`src/rtl/cmp_pkg.sv`:
```
package cmp_pkg;

  // flag vector layout
  localparam int FL_ZERO  = 0;
  localparam int FL_OVF   = 1;
  localparam int FL_SIGN  = 2;
  localparam int FL_CARRY = 3;
  localparam int FL_W     = 4;

  // relation vector layout
  localparam int RL_EQ = 0;
  localparam int RL_NE = 1;
  localparam int RL_GE = 2;
  localparam int RL_GT = 3;
  localparam int RL_LE = 4;
  localparam int RL_LT = 5;
  localparam int RL_W  = 6;

  typedef struct packed {
    logic carry;
    logic sign;
    logic ovf;
    logic zero;
  } flags_t;

  // one-bit full adder, used bit by bit in the subtractor
  function automatic logic [1:0] full_add(input logic x, input logic y, input logic cin);
    logic s, co;
    s  = x ^ y ^ cin;
    co = (x & y) | (x & cin) | (y & cin);
    return {co, s};
  endfunction

  // signed relations from flags
  function automatic logic [RL_W-1:0] rel_from_flags_signed(input flags_t f);
    logic [RL_W-1:0] r;
    logic less;
    less      = f.sign ^ f.ovf;
    r[RL_EQ]  = f.zero;
    r[RL_NE]  = ~f.zero;
    r[RL_GE]  = ~less;
    r[RL_LT]  = less;
    r[RL_GT]  = ~(less | f.zero);
    r[RL_LE]  = less | f.zero;
    return r;
  endfunction

  // unsigned relations from flags, carry = no borrow
  function automatic logic [RL_W-1:0] rel_from_flags_unsigned(input flags_t f);
    logic [RL_W-1:0] r;
    logic above;
    above     = f.carry & ~f.zero;
    r[RL_EQ]  = f.zero;
    r[RL_NE]  = ~f.zero;
    r[RL_GE]  = f.carry;
    r[RL_LT]  = ~f.carry;
    r[RL_GT]  = above;
    r[RL_LE]  = ~above;
    return r;
  endfunction

endpackage

```
`src/rtl/cmp_subtractor.sv`:
```
module cmp_subtractor #(
  parameter int N = 32
) (
  input  logic [N-1:0] a_i,
  input  logic [N-1:0] b_i,
  output logic [N-1:0] diff_o,
  output logic         carry_out_o,
  output logic         carry_msb_in_o
);
  import cmp_pkg::*;

  logic [N-1:0] b_inv;
  logic [N:0]   chain;

  assign b_inv    = ~b_i;
  assign chain[0] = 1'b1;  // the +1 of the two's complement

  for (genvar i = 0; i < N; i++) begin : g_bit
    logic [1:0] fa;
    assign fa          = full_add(a_i[i], b_inv[i], chain[i]);
    assign diff_o[i]   = fa[0];
    assign chain[i+1]  = fa[1];
  end

  assign carry_out_o    = chain[N];
  assign carry_msb_in_o = chain[N-1];
endmodule

```
`src/rtl/cmp_flag_gen.sv`:
```
module cmp_flag_gen #(
  parameter int N = 32
) (
  input  logic [N-1:0]         diff_i,
  input  logic                 carry_out_i,
  input  logic                 carry_msb_in_i,
  output cmp_pkg::flags_t      flags_o
);
  always_comb begin
    flags_o.zero  = (diff_i == '0);
    flags_o.sign  = diff_i[N-1];
    flags_o.carry = carry_out_i;
    // carry into the top bit disagreeing with carry out of it
    flags_o.ovf   = carry_out_i ^ carry_msb_in_i;
  end
endmodule

```
`src/rtl/cmp_rel_decode.sv`:
```
module cmp_rel_decode #(
  parameter bit IS_SIGNED = 1'b1
) (
  input  cmp_pkg::flags_t              flags_i,
  output logic [cmp_pkg::RL_W-1:0]     rel_o
);
  import cmp_pkg::*;

  if (IS_SIGNED) begin : g_signed
    assign rel_o = rel_from_flags_signed(flags_i);
  end else begin : g_unsigned
    assign rel_o = rel_from_flags_unsigned(flags_i);
  end
endmodule

```
`src/rtl/cmp_flag_unit.sv`:
```
module cmp_flag_unit #(
  parameter int N = 32
) (
  input  logic [N-1:0] a_i,
  input  logic [N-1:0] b_i,
  input  logic         signed_i,
  output logic [N-1:0] diff_o,
  output logic [3:0]   flags_o,
  output logic [5:0]   rel_signed_o,
  output logic [5:0]   rel_unsigned_o,
  output logic [5:0]   rel_sel_o
);
  import cmp_pkg::*;

  logic            carry_out;
  logic            carry_msb_in;
  flags_t          flags;
  logic [RL_W-1:0] rel_s;
  logic [RL_W-1:0] rel_u;

  cmp_subtractor #(.N(N)) u_sub (
    .a_i            (a_i),
    .b_i            (b_i),
    .diff_o         (diff_o),
    .carry_out_o    (carry_out),
    .carry_msb_in_o (carry_msb_in)
  );

  cmp_flag_gen #(.N(N)) u_flags (
    .diff_i         (diff_o),
    .carry_out_i    (carry_out),
    .carry_msb_in_i (carry_msb_in),
    .flags_o        (flags)
  );

  cmp_rel_decode #(.IS_SIGNED(1'b1)) u_dec_s (
    .flags_i (flags),
    .rel_o   (rel_s)
  );

  cmp_rel_decode #(.IS_SIGNED(1'b0)) u_dec_u (
    .flags_i (flags),
    .rel_o   (rel_u)
  );

  assign flags_o        = flags;
  assign rel_signed_o   = rel_s;
  assign rel_unsigned_o = rel_u;
  assign rel_sel_o      = signed_i ? rel_s : rel_u;
endmodule

```
`config.mk`:
```
export PLATFORM = sky130hd
export DESIGN_NAME = cmp_flag_unit
export DESIGN_NICKNAME = d
export VERILOG_FILES = /design/src/rtl/cmp_pkg.sv /design/src/rtl/cmp_subtractor.sv /design/src/rtl/cmp_flag_gen.sv /design/src/rtl/cmp_rel_decode.sv /design/src/rtl/cmp_flag_unit.sv
export SDC_FILE = /design/constraint.sdc
export NUM_CORES = 1
export LEC_CHECK = 0
export ABC_AREA = 1
export ABC_CLOCK_PERIOD_IN_PS = 17060
export BUFFER_PORTS_ARGS = -buffer_cell sky130_fd_sc_hd__buf_2
export CORE_ASPECT_RATIO = 0.7
export CORE_MARGIN = 4
export CORE_UTILIZATION = 34
export DETAILED_ROUTE_END_ITERATION = 10
export GPL_TIMING_DRIVEN = 0
export PLACE_DENSITY = 0.81
export RECOVER_POWER = 50
export SYNTH_ARGS = -nofsm -noshare
export SYNTH_HDL_FRONTEND = slang
export SYNTH_SLANG_ARGS = --single-unit
```
`constraint.sdc`:
```
create_clock -name vclk -period 17.06
set_clock_uncertainty 0.2 [all_clocks]
set_input_delay 1.706 -clock vclk [all_inputs]
set_output_delay 1.706 -clock vclk [all_outputs]
set_load 0.01 [all_outputs]
```
==> results of run 1 <==
[layout by cell type (no fill, tap or decap)]
master / count
sky130_fd_sc_hd__a21oi_1: 3
sky130_fd_sc_hd__buf_2: 105
sky130_fd_sc_hd__buf_4: 9
sky130_fd_sc_hd__clkbuf_1: 14
sky130_fd_sc_hd__fa_1: 17
sky130_fd_sc_hd__fa_2: 15
sky130_fd_sc_hd__ha_1: 1
sky130_fd_sc_hd__inv_1: 68
sky130_fd_sc_hd__inv_2: 1
sky130_fd_sc_hd__nand2_1: 24
sky130_fd_sc_hd__nand2_4: 1
sky130_fd_sc_hd__nor2_1: 8
sky130_fd_sc_hd__nor2_2: 1
sky130_fd_sc_hd__nor2_4: 1
sky130_fd_sc_hd__o21ai_2: 1
sky130_fd_sc_hd__xor2_1: 1
[through the flow]
step | setup WS (ns) | hold WS, ns | instance area, µm² | total power, mW | TNS [ns]
2_1_floorplan | 0.531 | 3.27 | 1140 | 0.0445 | 0
3_3_place_gp | -0.251 | 3.50 | 1790 | 0.0777 | -1.67
3_5_place_dp | -0.394 | 3.51 | 1790 | 0.0795 | -3.38
4_1_cts | 0.0344 | 3.51 | 1810 | 0.0806 | 0
5_1_grt | 0.0146 | 3.53 | 1820 | 0.0901 | 0
6_report | 0.452 | 3.51 | 1820 | 0.0791 | 0
[layer usage]
| metal | up-vias | wire (µm) |
|---|---|---|
| met2 | 64 | 1650 |
| met5 | - | 0 |
| met3 | 0 | 349 |
| met1 | 537 | 1340 |
| li1 | 618 | - |
| met4 | 0 | 0 |
[power breakdown]
part,internal (mW),total (mW),switching (mW)
clock,0,0,0
combinational,0.0358,0.0791,0.0433
sequential,0,0,0
total,0.0358,0.0791,0.0433
[area by class of cell]
class | instances | area [µm²] | area share
Multi-Input combinational cell | 73 | 872 | 0.478
Timing Repair Buffer | 120 | 586 | 0.321
Inverter | 69 | 259 | 0.142
Buffer | 8 | 60.1 | 0.0329
Tap cell | 38 | 47.5 | 0.0261
[what timing repair did]
action / 4_1_cts / 5_1_grt
endpoints found under the setup margin: 13 / 13
gates cloned: 0 / 0
gates resized for setup: 8 / 10
setup buffers: 0 / 1
pin swaps: 0 / 4
[logic make-up after synthesis]
| kind of cell | after synthesis | synth area share |
|---|---|---|
| buffers and inverters | 77 | 0.279 |
| and+or+nand+nor | 35 | 0.121 |
| xor gates and xnor gates | 1 | 0.00766 |
| adders and majority gates | 33 | 0.571 |
| AOI/OAI and AO/OA | 4 | 0.0208 |
[worst min-delay path by stage]
| stage | slack (ns) | to | cells after the start |
|---|---|---|---|
| floorplan | 3.27 | rel_sel_o[2] | 1 |
| global placement | 3.50 | rel_sel_o[2] | 3 |
| detailed placement | 3.51 | rel_sel_o[2] | 3 |
| CTS | 3.51 | rel_sel_o[2] | 3 |
| global route | 3.53 | rel_sel_o[2] | 3 |
| finish | 3.51 | rel_sel_o[2] | 3 |
[worst min-delay path, delay by kind of cell]
| kind | cells | cell delay, ns |
|---|---|---|
| AOI/OAI and AO/OA | 1 | 0.06 |
| buffers and inverters | 2 | 0.24 |
==> impl.org, run 1 <==
** Setup path
- STA classifies the critical path endpoint as a primary output.
- Peak fanout along the critical path :: 7
- In this design, the largest share of critical-path delay is due to adder cells.
- The critical path runs through a total of 42 cells.
- At the worst endpoint, the required time is around 15 ns.
- Peak per-stage delay on the critical path :: 0.51 ns
- Crit path launch type :: primary input
- Most used cell, CP :: sky130_fd_sc_hd__fa_1
- For this design, the slowest cell found on the critical path is sky130_fd_sc_hd__fa_1.
- Launch point of the worst path :: a_i[0]
- Buf+Inv Stages, Crit Path :: 5
- The worst setup path is of the primary input to primary output kind.
- The most critical setup path has its endpoint at rel_sel_o[0].
- Arrival time of data at the critical path endpoint :: about 15 ns

** Final layout
- The repair_antennas step left the layout with diodes totalling 0.
- Leaving out filler cells and counting taps, the final layout contains 308.
- Measured on the finished design, the core utilization comes to 0.572.
- For this run, the post-layout net count is 370.
- The layout has 0 clock buffers.
- Sequential cell area :: 0 µm²
- Area growth from synthesis to layout :: 59.5%
- Fill count :: around 310
- There are 0 flip-flops and latches.
- In the final layout, the share of cells above drive strength 1 is 0.496.

** Run status
- Outcome :: finished clean

** Yosys
- Biggest area contributors in the synthesized netlist :: sky130_fd_sc_hd__fa_1, sky130_fd_sc_hd__inv_1, sky130_fd_sc_hd__nand2_1, sky130_fd_sc_hd__buf_4, sky130_fd_sc_hd__nor2_1
- Synthesis instantiated 11 different standard cells from the library.
- Post-Syn Nets :: about 250
- Gate count of the mapped netlist :: 150
- Most numerous cell in the Yosys netlist :: sky130_fd_sc_hd__inv_1
- The Yosys step of the flow raised 0 warnings.
- Of the synthesized area, sequential elements account for 0.
- Share of the synthesized area in the top cell type :: 0.560
- In this run the cell area of the synthesized design comes to 1140 µm².
- The synthesized design spends more area on one cell type than any other, namely sky130_fd_sc_hd__fa_1.
- In the synthesized netlist, the cells that appear most often are sky130_fd_sc_hd__inv_1, sky130_fd_sc_hd__fa_1, sky130_fd_sc_hd__nand2_1.
- Each instance of the synthesized netlist takes up on average around 7.6 µm².

** Place
- Detailed placement ended at an HPWL of 3.20 mm.
- Buffers placed on the I/O ports in this run total between 100 and 150.
- Instance count after placement with tap cells included :: 307
- Routability congestion estimate from global placement :: 0.815

** Timing
- Of the available clock period, the critical path in the final layout requires 0.973.
- Slew headroom :: 0.831
- The number of max-slew violations in the final report came to 0.
- For the pin with the worst max-slew slack, the measured transition is 0.253 ns.
- Minimum period implied by the final worst setup slack :: 16.61 ns
- The number of endpoints with negative hold slack in the final report came to 0.
- Setup repair after global routing missed its margin :: false
- Endpoints failing setup :: 0
- Max Fclk :: 0.0602 GHz

** Drt
- The routed layout has between 1,000 and 1,500 vias.
- Number of remaining DRC errors :: 0
- The count of nets left with antenna violations once routing finished came out at 0.
- Routed length per instance :: between 10 and 15 µm
- Ratio of routed vias to standard cells :: 3.96
- DRT Pass-1 Iters :: 4
- Wires add up to ~3.3 mm.
- Violation count after the first detailed-route iteration :: 15

** Min path
- Hold Crit Start :: signed_i
- In this run the worst hold path is classified as primary input to primary output.

** Global route
- The layer flagged by global routing as most heavily used is met2.
- Total congestion overflow after global routing :: 0
- The initial antenna violation count is 0.
- The first global-routing pass estimated 5.07 mm of wire.
- The number of global-route vias before repair is roughly 1,200.
- Global routing usage on met3 :: 0.0304
- Global-route usage over all layers :: 0.141
- Maximum number of pins on one net before global-route repair :: 8
- For met2 alone, demand over resource in global routing was 0.258.
- In the global route stage, met1 resource usage came out at 0.180.

** Clock tree
- Hold buffers post-CTS :: 0

** Power
- Peak ir drop on the vdd network :: 0.0197 mV
- Dividing total power by cell area gives a power density of 43.4 nW/µm².
- Summed over all cells, the static leakage comes to between 1 and 1.5 nW.

** Die
- Die outline height :: 56.5 µm
- The die covers roughly 4400 µm².
- For this design the top-level I/O count stands at 119.
- Starting Density :: 0.358
- The core region is 3190 µm².
- FP Rows :: 17
- Die width :: 77.3 µm

** Job
- Count of max-cap constraint violations :: 0
Power figures use the tool's default switching activity.
==> run 2, diff against run 1 <==
--- a/config.mk
+++ b/config.mk
@@ -13,7 +13,7 @@
 export CORE_UTILIZATION = 34
 export DETAILED_ROUTE_END_ITERATION = 10
 export GPL_TIMING_DRIVEN = 0
-export PLACE_DENSITY = 0.81
+export PLACE_DENSITY = 0.86
 export RECOVER_POWER = 50
 export SYNTH_ARGS = -nofsm -noshare
 export SYNTH_HDL_FRONTEND = slang
==> impl.org, run 2 (synthesis gave the netlist of run 1 again) <==
** Place
- During placement, the flow inserted port buffers numbering 119.
- HPWL after DPL :: 3.24 mm
- Instance count after placement with tap cells included :: 307
- OpenSTA, run right after detailed placement, puts the worst setup slack at -0.399 ns.
- Post-place instance area :: 1790 µm²
- Routability congestion estimate from global placement :: 0.790

** Final layout
- The repair_antennas step left the layout with diodes totalling 0.
- Number of clock-tree buffers in the layout :: 0
- Fill cells in the final layout number between 300 and 400.
- In the final layout, flip-flops and latches occupy 0 µm².
- Number of nets in the finished design :: 371
- Post-Layout Inst Area :: about 1800 µm²
- Commonest non-fill, non-tap cell in the layout :: sky130_fd_sc_hd__buf_2
- In the final layout, the share of cells above drive strength 1 is 0.517.
- Multi-input gate area :: 867 µm²
- Excluding fillers, the count of instances in the completed layout stands at about 310.
- Area growth from synthesis to layout :: 60.5%
- The design has 0 sequential cells.
- Utilization after layout :: 0.575
- The library cells used most frequently in the layout, excluding fill and tap cells, are sky130_fd_sc_hd__buf_2, sky130_fd_sc_hd__inv_1, sky130_fd_sc_hd__nand2_1.

** Drt
- Ratio of routed vias to standard cells :: 3.99
- Routed length per instance :: 10.8 µm
- Summed over all layers, the routed wires come to about 3.3 mm.
- For this run, design rule violations remaining after detail routing come to 0.
- Number of vias in the routed layout :: roughly 1,200
- The detail route stage leaves a number of antenna-violating nets equal to 0.
- The first routing iteration left 13 violations.
- The first TritonRoute pass finished after 2 iterations.

** Global route
- Vias in the first global route :: 1,277
- Total congestion overflow after global routing :: 0
- The first global-routing pass estimated 5.31 mm of wire.
- The initial antenna violation count was 0.
- Global-route usage over all layers :: 0.147
- Maximum number of pins on one net before global-route repair :: 8

** Timing
- Max Fclk :: about 0.060 GHz
- Slew headroom :: 0.834
- Final critical-path share of the clock period :: 0.974
- Crit path setup slack, layout :: 0.451 ns
- Worst Tran Pin Value :: 0.248 ns
- Sum of negative setup slack :: 0 ns
- Minimum period implied by the final worst setup slack :: 16.61 ns
- Endpoints failing setup :: 0
- Setup repair after global routing left no endpoint under its margin.
- Max-slew violation total from the final report :: 0
- The number of endpoints with negative hold slack in the final report came to 0.

** Die
- Total I/O pin count :: 119
- The die is about 57 µm tall.
- Area of the die :: ~4400 µm²
- Placeable core area :: 3190 µm²
- For this configuration, the core starts out at a cell density of 0.358.
- Die width :: 77.3 µm
- FP Rows :: 17

** Setup path
- For this run, the slowest stage of the critical path takes ~0.52 ns.
- STA classifies the critical path startpoint as a primary input.
- The worst setup path is captured at a primary output.
- For this design, the slowest cell found on the critical path is sky130_fd_sc_hd__fa_1.
- Worst Path Required :: 15.15 ns
- Worst Setup Path Type :: primary input to primary output
- Of all nets on the critical path, the largest fanout is 7.
- Data on the critical path arrives at its endpoint at 14.70 ns.
- Most used cell, CP :: sky130_fd_sc_hd__fa_1

** Clock tree
- Hold buffers post-CTS :: 0

** Run status
- Outcome :: finished clean

** Power
- Peak ir drop on the vdd network :: 0.0229 mV
- Total power density per cell area :: 43.5 nW/µm²
- Summed over all cells, the static leakage comes to around 1.2 nW.

** Job
- Count of max-cap constraint violations :: 0

** Min path
- Class of the most critical hold timing path :: primary input to primary output
-- run 2: cell types whose count changed in the layout (fill, tap and decap cells not counted), sizes merged --
cell	change
buf	+8
clkbuf	-7
-- run 2: cell type report --
cell class                      count  share of cell area
Multi-Input combinational cell     73               0.472
Timing Repair Buffer              121               0.328
Inverter                           69               0.141
Buffer                              8              0.0327
Tap cell                           38              0.0259
-- run 2: path summary, 6_finish.rpt --
kind,startpoint,endpoint,slack [ns],cells past startpoint
worst max-delay path,a_i[0],rel_sel_o[0],0.45,42
worst min-delay path,signed_i,rel_sel_o[2],3.50,3
-- run 2: through the flow --
step | hold slack, ns | total power [mW]
2_1_floorplan | 3.27 | 0.0445
3_5_place_dp | 3.50 | 0.0799
4_1_cts | 3.50 | 0.0813
6_report | 3.50 | 0.0798
3_3_place_gp | 3.50 | 0.0775
5_1_grt | 3.52 | 0.0913
-- run 2: report_power, final --
part	internal [mW]	switching (mW)
sequential	0	0
combinational	0.0367	0.0431
clock	0	0
total	0.0367	0.0431
-- run 2: timing repair --
item,in CTS,in global routing
setup buffers,1,1
setup endpoints to repair,13,14
gates cloned,0,0
gates resized for setup,8,8
pin swaps,2,3
-- run 2: per-layer routing --
metal	routed length, µm	track usage	vias to the layer above
li1	-	-	620
met2	1790	0.295	61
met4	0	0	0
met5	0	0	-
met1	1230	0.169	552
met3	319	0.0304	0
-- run 2: critical path: cells and delay by family --
kind / cells / cell delay [ns]
fa+ha+maj: 32 / 12.10
buf+inv: 5 / 0.40
simple gates: 5 / 0.48
